File: config.mk
export PLATFORM = sky130hd
export DESIGN_NAME = dac_vol_stage
export DESIGN_NICKNAME = d
export VERILOG_FILES = /design/src/rtl/dvs_pkg.sv /design/src/rtl/dvs_atten.sv /design/src/rtl/dvs_channel.sv /design/src/rtl/dac_vol_stage.sv
export SDC_FILE = /design/constraint.sdc
export NUM_CORES = 2
export LEC_CHECK = 0
export CAP_MARGIN = 20
export CORE_UTILIZATION = 35
export DETAILED_ROUTE_END_ITERATION = 8
export PLACE_DENSITY = 0.56
export SLEW_MARGIN = 30
export SYNTH_ARGS = -nofsm -noshare
export SYNTH_HDL_FRONTEND = slang
export SYNTH_HIERARCHICAL = 1
export SYNTH_SLANG_ARGS = --single-unit
File: constraint.sdc
create_clock -name clk -period 19.43 [get_ports clk]
set_input_delay 1.943 -clock clk [delete_from_list [all_inputs] [get_ports clk]]
set_output_delay 1.943 -clock clk [all_outputs]
set_load 0.1 [all_outputs]
File: src/rtl/dvs_pkg.sv
package dvs_pkg;

    // Fractional gain in Q16 for f half-dB steps inside one 6 dB octave
    function automatic logic [16:0] frac_gain(input logic [3:0] f);
        logic [16:0] g;
        case (f)
            4'd0:    g = 17'd65536;
            4'd1:    g = 17'd61870;
            4'd2:    g = 17'd58409;
            4'd3:    g = 17'd55142;
            4'd4:    g = 17'd52057;
            4'd5:    g = 17'd49145;
            4'd6:    g = 17'd46396;
            4'd7:    g = 17'd43801;
            4'd8:    g = 17'd41350;
            4'd9:    g = 17'd39037;
            4'd10:   g = 17'd36854;
            4'd11:   g = 17'd34792;
            default: g = 17'd65536;
        endcase
        return g;
    endfunction

    typedef struct packed {
        logic valid;
    } top_state_t;

endpackage

File: src/rtl/dvs_atten.sv
module dvs_atten #(
    parameter int W        = 24,
    parameter int CODE_W   = 8,
    parameter int MAX_CODE = 254
) (
    input  logic [W-1:0]      sample,
    input  logic [CODE_W-1:0] code,
    output logic [W-1:0]      result
);
    import dvs_pkg::*;

    localparam int GAIN_FRAC = 16;
    localparam logic [CODE_W-1:0] MAX_C  = CODE_W'(MAX_CODE);
    localparam logic [CODE_W-1:0] STEP_C = CODE_W'(12);

    logic [CODE_W-1:0]   code_sat;
    logic [CODE_W-1:0]   octave;
    logic [3:0]          frac;
    logic [16:0]         gain;
    logic [CODE_W:0]     sh_amt;
    logic signed [W+17:0] prod;
    logic signed [W+17:0] scaled;

    always_comb begin
        code_sat = (code > MAX_C) ? MAX_C : code;
        octave   = code_sat / STEP_C;
        frac     = 4'(code_sat % STEP_C);
        gain     = frac_gain(frac);
        sh_amt   = (CODE_W+1)'(GAIN_FRAC) + {1'b0, octave};
        prod     = $signed(sample) * $signed({1'b0, gain});
        scaled   = prod >>> sh_amt;
        result   = scaled[W-1:0];
    end

endmodule

File: src/rtl/dvs_channel.sv
module dvs_channel #(
    parameter int W        = 24,
    parameter int CODE_W   = 8,
    parameter int MAX_CODE = 254,
    parameter int AM_LEN   = 8192
) (
    input  logic              clk,
    input  logic              rst_n,
    input  logic              in_valid,
    input  logic [W-1:0]      sample,
    input  logic [CODE_W-1:0] code,
    input  logic              manual_mute,
    input  logic              am_en,
    input  logic              zc_en,
    output logic [W-1:0]      sample_o,
    output logic              muted_o
);
    localparam int CNT_W = $clog2(AM_LEN + 1);
    localparam logic [CNT_W-1:0] AM_LIM = CNT_W'(AM_LEN);

    typedef struct packed {
        logic [CODE_W-1:0] act_code;
        logic              prev_neg;
        logic [CNT_W-1:0]  cnt;
        logic              am;
        logic [W-1:0]      out;
        logic              muted;
    } ch_state_t;

    ch_state_t q, d;
    logic [CODE_W-1:0] eff_code;
    logic [W-1:0]      att;

    // gain code in force for the incoming sample
    always_comb begin
        eff_code = q.act_code;
        if (!zc_en || (sample[W-1] != q.prev_neg)) begin
            eff_code = code;
        end
    end

    dvs_atten #(
        .W(W), .CODE_W(CODE_W), .MAX_CODE(MAX_CODE)
    ) u_att (
        .sample(sample),
        .code  (eff_code),
        .result(att)
    );

    always_comb begin
        logic is_static;
        logic am_cur;
        d         = q;
        is_static = (sample == '0) || (sample == '1);
        am_cur    = q.am;
        if (in_valid) begin
            d.act_code = eff_code;
            d.prev_neg = sample[W-1];
            if (is_static) begin
                d.cnt = (q.cnt == AM_LIM) ? AM_LIM : q.cnt + 1'b1;
            end else begin
                d.cnt = '0;
            end
            d.am   = (d.cnt == AM_LIM);
            am_cur = d.am;
            d.out  = (manual_mute || (am_en && am_cur)) ? '0 : att;
        end
        d.muted = manual_mute || (am_en && am_cur);
    end

    always_ff @(posedge clk) begin
        if (!rst_n) begin
            q <= '0;
        end else begin
            q <= d;
        end
    end

    assign sample_o = q.out;
    assign muted_o  = q.muted;

endmodule

File: src/rtl/dac_vol_stage.sv
module dac_vol_stage #(
    parameter int SAMPLE_W = 24,
    parameter int CODE_W   = 8,
    parameter int MAX_CODE = 254,
    parameter int AM_LEN   = 8192
) (
    input  logic                clk,
    input  logic                rst_n,
    input  logic                in_valid,
    input  logic [SAMPLE_W-1:0] in_left,
    input  logic [SAMPLE_W-1:0] in_right,
    input  logic [CODE_W-1:0]   atten_a,
    input  logic [CODE_W-1:0]   atten_b,
    input  logic                mute_left,
    input  logic                mute_right,
    input  logic                auto_mute_en,
    input  logic                zero_cross_en,
    output logic                out_valid,
    output logic [SAMPLE_W-1:0] out_left,
    output logic [SAMPLE_W-1:0] out_right,
    output logic                muted_left,
    output logic                muted_right
);
    import dvs_pkg::*;

    localparam int NCH = 2;

    logic [SAMPLE_W-1:0] ch_in   [NCH];
    logic [CODE_W-1:0]   ch_code [NCH];
    logic                ch_mute [NCH];
    logic [SAMPLE_W-1:0] ch_out  [NCH];
    logic                ch_mtd  [NCH];

    // index 0 = left (B code), index 1 = right (A code)
    assign ch_in[0]   = in_left;
    assign ch_in[1]   = in_right;
    assign ch_code[0] = atten_b;
    assign ch_code[1] = atten_a;
    assign ch_mute[0] = mute_left;
    assign ch_mute[1] = mute_right;

    for (genvar c = 0; c < NCH; c++) begin : g_ch
        dvs_channel #(
            .W(SAMPLE_W), .CODE_W(CODE_W), .MAX_CODE(MAX_CODE), .AM_LEN(AM_LEN)
        ) u_ch (
            .clk        (clk),
            .rst_n      (rst_n),
            .in_valid   (in_valid),
            .sample     (ch_in[c]),
            .code       (ch_code[c]),
            .manual_mute(ch_mute[c]),
            .am_en      (auto_mute_en),
            .zc_en      (zero_cross_en),
            .sample_o   (ch_out[c]),
            .muted_o    (ch_mtd[c])
        );
    end

    top_state_t q, d;

    always_comb begin
        d       = q;
        d.valid = in_valid;
    end

    always_ff @(posedge clk) begin
        if (!rst_n) begin
            q <= '0;
        end else begin
            q <= d;
        end
    end

    assign out_valid   = q.valid;
    assign out_left    = ch_out[0];
    assign out_right   = ch_out[1];
    assign muted_left  = ch_mtd[0];
    assign muted_right = ch_mtd[1];

endmodule

==> parameters.txt <==
Parameter                              Value

Synth
  Fraction of synthesis flops using an asynchronous set or reset pin ... 0%
  Post-Synthesis Cells ... 4941
  Number of flops mapped to enable cells by yosys ... 0
  Sequential fraction of the synthesis area ... 4.86%
  Most frequently used flop master after synthesis ... dfxtp_1
  Syn Std Cell Area ... 40800 um^2
  Mapped Avg Cell Area ... 8.25 um^2
  Post-Synthesis Net Count ... 6024
  Library cells used by synthesis ... 114
  Synth warnings ... 6
  Number of synthesized register bits ... 99

Worst setup path
  Type of element capturing the critical path ... flip-flop
  Number of buffer and inverter stages on the critical path ... 5
  Reg2Reg Launch Point ... g_ch[0].u_ch/q[40]$_SDFFE_PN0P_
  Cell with the largest stage delay on the worst path ... fa_1
  Worst Path Max Fanout ... 32
  WP data required ... 19.74 ns
  Highest cell delay on the worst timing path ... 1.12 ns
  Type of the setup path with the least slack ... input port to flip-flop
  Startpoint Class ... input port
  Worst R2R End ... g_ch[0].u_ch/sample_o[4]$_SDFFE_PN0P_
  Arrival time at the worst endpoint ... 14.96 ns
  CP dominant cell by count ... fa_1
  Flop-to-flop setup slack ... 6.99 ns
  Number of cells on the worst reg-to-reg path ... 37
  Kind of cell with the highest combined delay on the critical path ... adder cells

Clocking
  Clk pin slew, worst setup/hold paths ... 0.08 ns
  TritonCTS Buffers ... 9
  Clock insertion delay at the later pin of the skew report ... 0.37 ns
  TritonCTS clock tree ... built
  Number of buffers on the longest clock path ... 2
  Setup Fix Bufs, Post-CTS ... 0
  Clk sinks ... 99
  Number of levels the H-tree was split into ... 3
  Total of cells resized after clock tree synthesis ... 0
  Hold-fix buffers, CTS ... 0
  Cell chosen for the clock root ... clkbuf_16

STA
  Period Utilization, post-route ... 75.4%
  Relative slew slack ... 31.3%
  Total setup violations reported at the end of the flow ... 0
  Setup repair after global routing missed its margin ... no
  Peak Freq ... 68.3 MHz
  Worst hold slack ... 0.459 ns
  Final hold violation count ... 0
  Max Slew Vio Count ... 0
  Worst clock skew on the final layout ... 0.0116 ns
  Setup TNS ... 0 ns
  Shortest clock period the worst path allows after layout ... 14.65 ns
  Slew of the pin with the lowest slew margin ... 1.03 ns

GRT
  Wire length of the first global-routing pass ... 190000 um
  Antenna violations before repair ... 1
  Via count of the first global-routing pass ... 34600
  Maximum number of pins on one net before global-route repair ... 68
  Global routing usage summed across all routing layers ... 19.9%
  GRT Residual Overflow ... 0

Run
  Max-cap violations ... 0

Floorplan
  Number of core rows ... 124
  Overall die area ... 118000 um^2
  Die Y-Extent ... 343 um
  Boundary pin count ... 122
  Starting Density ... 35.5%
  Die X-Extent ... 343 um
  Core Footprint ... 115000 um^2

Detailed routing
  Number of detailed-routing iterations run before antenna repair ... 7
  Routed vias ... 32900
  Drc violations ... 0
  Post-detailed-route count of antenna-violating nets ... 0
  Average detailed-routed wire length per instance ... 17.9 um
  Drt initial violations ... 2166
  WL final ... 113000 um
  Via density per instance ... 5.20

Placement
  DPL Wire Length ... 90300 um
  Count of input and output buffers ... 121
  Final estimated routing congestion in global placement ... 0.923

Worst hold path
  Cell depth of the worst min-delay path ... 2
  Hold Path End ... g_ch[1].u_ch/sample_o[4]$_SDFFE_PN0P_
  Path class of the lowest-slack min-delay path ... flip-flop to flip-flop
  Hold path startpoint ... g_ch[1].u_ch/sample_o[4]$_SDFFE_PN0P_

Run status
  Run status ... finished, final reports clean

Final layout
  Layout-stage area growth over the synthesis result ... 5.79%
  Util after Layout ... 37.5%
  Fraction of layout cells with a size suffix above 1 ... 4.86%
  Number of filler cells placed in the layout ... 11900
  Final Net Count ... 5897
-- sequential cells by signal, summed over array words and instances (netlist names) --
signal	count
g_ch.u_ch/muted_o	2
g_ch.u_ch/q	48
g_ch.u_ch/sample_o	48
out_valid	1
-- synthesized netlist by cell type, drive strengths merged, types with 99 or more instances --
| library cell | instances | share of area (%) |
|---|---|---|
| inv | 982 | 9.0 |
| fa | 802 | 39 |
| nand2 | 660 | 6.1 |
| and2 | 312 | 4.8 |
| ha | 210 | 6.4 |
| nor2 | 180 | 1.7 |
| clkbuf | 174 | 1.6 |
| o21ai | 159 | 2.3 |
| a21oi | 152 | 1.9 |
| buf | 140 | 2.2 |
| nor2b | 128 | 2.0 |
| nand3 | 110 | 1.4 |
| dfxtp | 99 | 4.9 |
-- worst max-delay path by stage --
stage | start | to | depth (start not counted)
2_1_floorplan | in_left[23] | g_ch[0].u_ch/sample_o[6]$_SDFFE_PN0P_ | 41
3_3_place_gp | in_right[23] | g_ch[1].u_ch/sample_o[7]$_SDFFE_PN0P_ | 38
3_5_place_dp | in_right[23] | g_ch[1].u_ch/sample_o[7]$_SDFFE_PN0P_ | 38
4_1_cts | in_right[23] | g_ch[1].u_ch/sample_o[7]$_SDFFE_PN0P_ | 38
5_1_grt | in_right[23] | g_ch[1].u_ch/sample_o[2]$_SDFFE_PN0P_ | 41
6_report | in_right[23] | g_ch[1].u_ch/sample_o[7]$_SDFFE_PN0P_ | 38
-- worst min-delay path, delay by kind of cell (launching register included) --
kind               cells  cell delay, ns
DFF                    1            0.31
AOI/OAI and AO/OA      1            0.04
and+or+nand+nor        1            0.06
-- placed cells by master (no fill, tap or decap), drive strengths merged, types with 99 or more instances in the layout --
| master | instances |
|---|---|
| o21ai | 159 |
| ha | 210 |
| fa | 802 |
| clkdlybuf4s50 | 112 |
| and2 | 312 |
| dfxtp | 99 |
| nand3 | 110 |
| a21oi | 152 |
| nor2b | 128 |
| nand2 | 660 |
| inv | 985 |
| nor2 | 180 |
-- kinds of logic after synthesis --
group | Yosys count | synth area share (%)
simple gates | 1680 | 20.5
buf+inv | 1298 | 12.8
fa+ha+maj | 1012 | 45.8
compound gates | 709 | 12.6
flops | 99 | 4.86
xor+xnor | 79 | 1.76
mux | 64 | 1.66
-- final cells by class --
class / instances / area, um^2 / share of cell area, %
clock inverters: 5 / 67.6 / 0.157
multi-input cells: 3544 / 33700 / 78.1
clock buffers: 11 / 243 / 0.563
inverters: 984 / 3690 / 8.56
diodes: 1 / 2.50 / 0.00580
flip-flops and latches: 99 / 1980 / 4.59
well taps: 1512 / 1890 / 4.38
repair buffers: 176 / 1580 / 3.66
-- layer usage --
metal  track usage [%]  vias to the layer above  wire [um]
met5                 0                        -          0
met4              3.03                        0       1490
met3              1.38                       91       4450
met2              34.3                      759      55500
met1              27.9                    16800      51700
li1                  -                    15300          -
-- per-stage QoR --
stage          std cells  area [um^2]  worst slack (ns)
2_1_floorplan       4941        40800              7.66
3_3_place_gp        6315        42800              4.33
3_5_place_dp        6315        42800              4.01
4_1_cts             6331        43200              4.40
5_1_grt             6331        43100              3.73
6_report            6332        43100              4.78
Power is left out: the tool's default activity adds up to more than one toggle a clock period on the data nets, which glitch-free logic cannot reach.
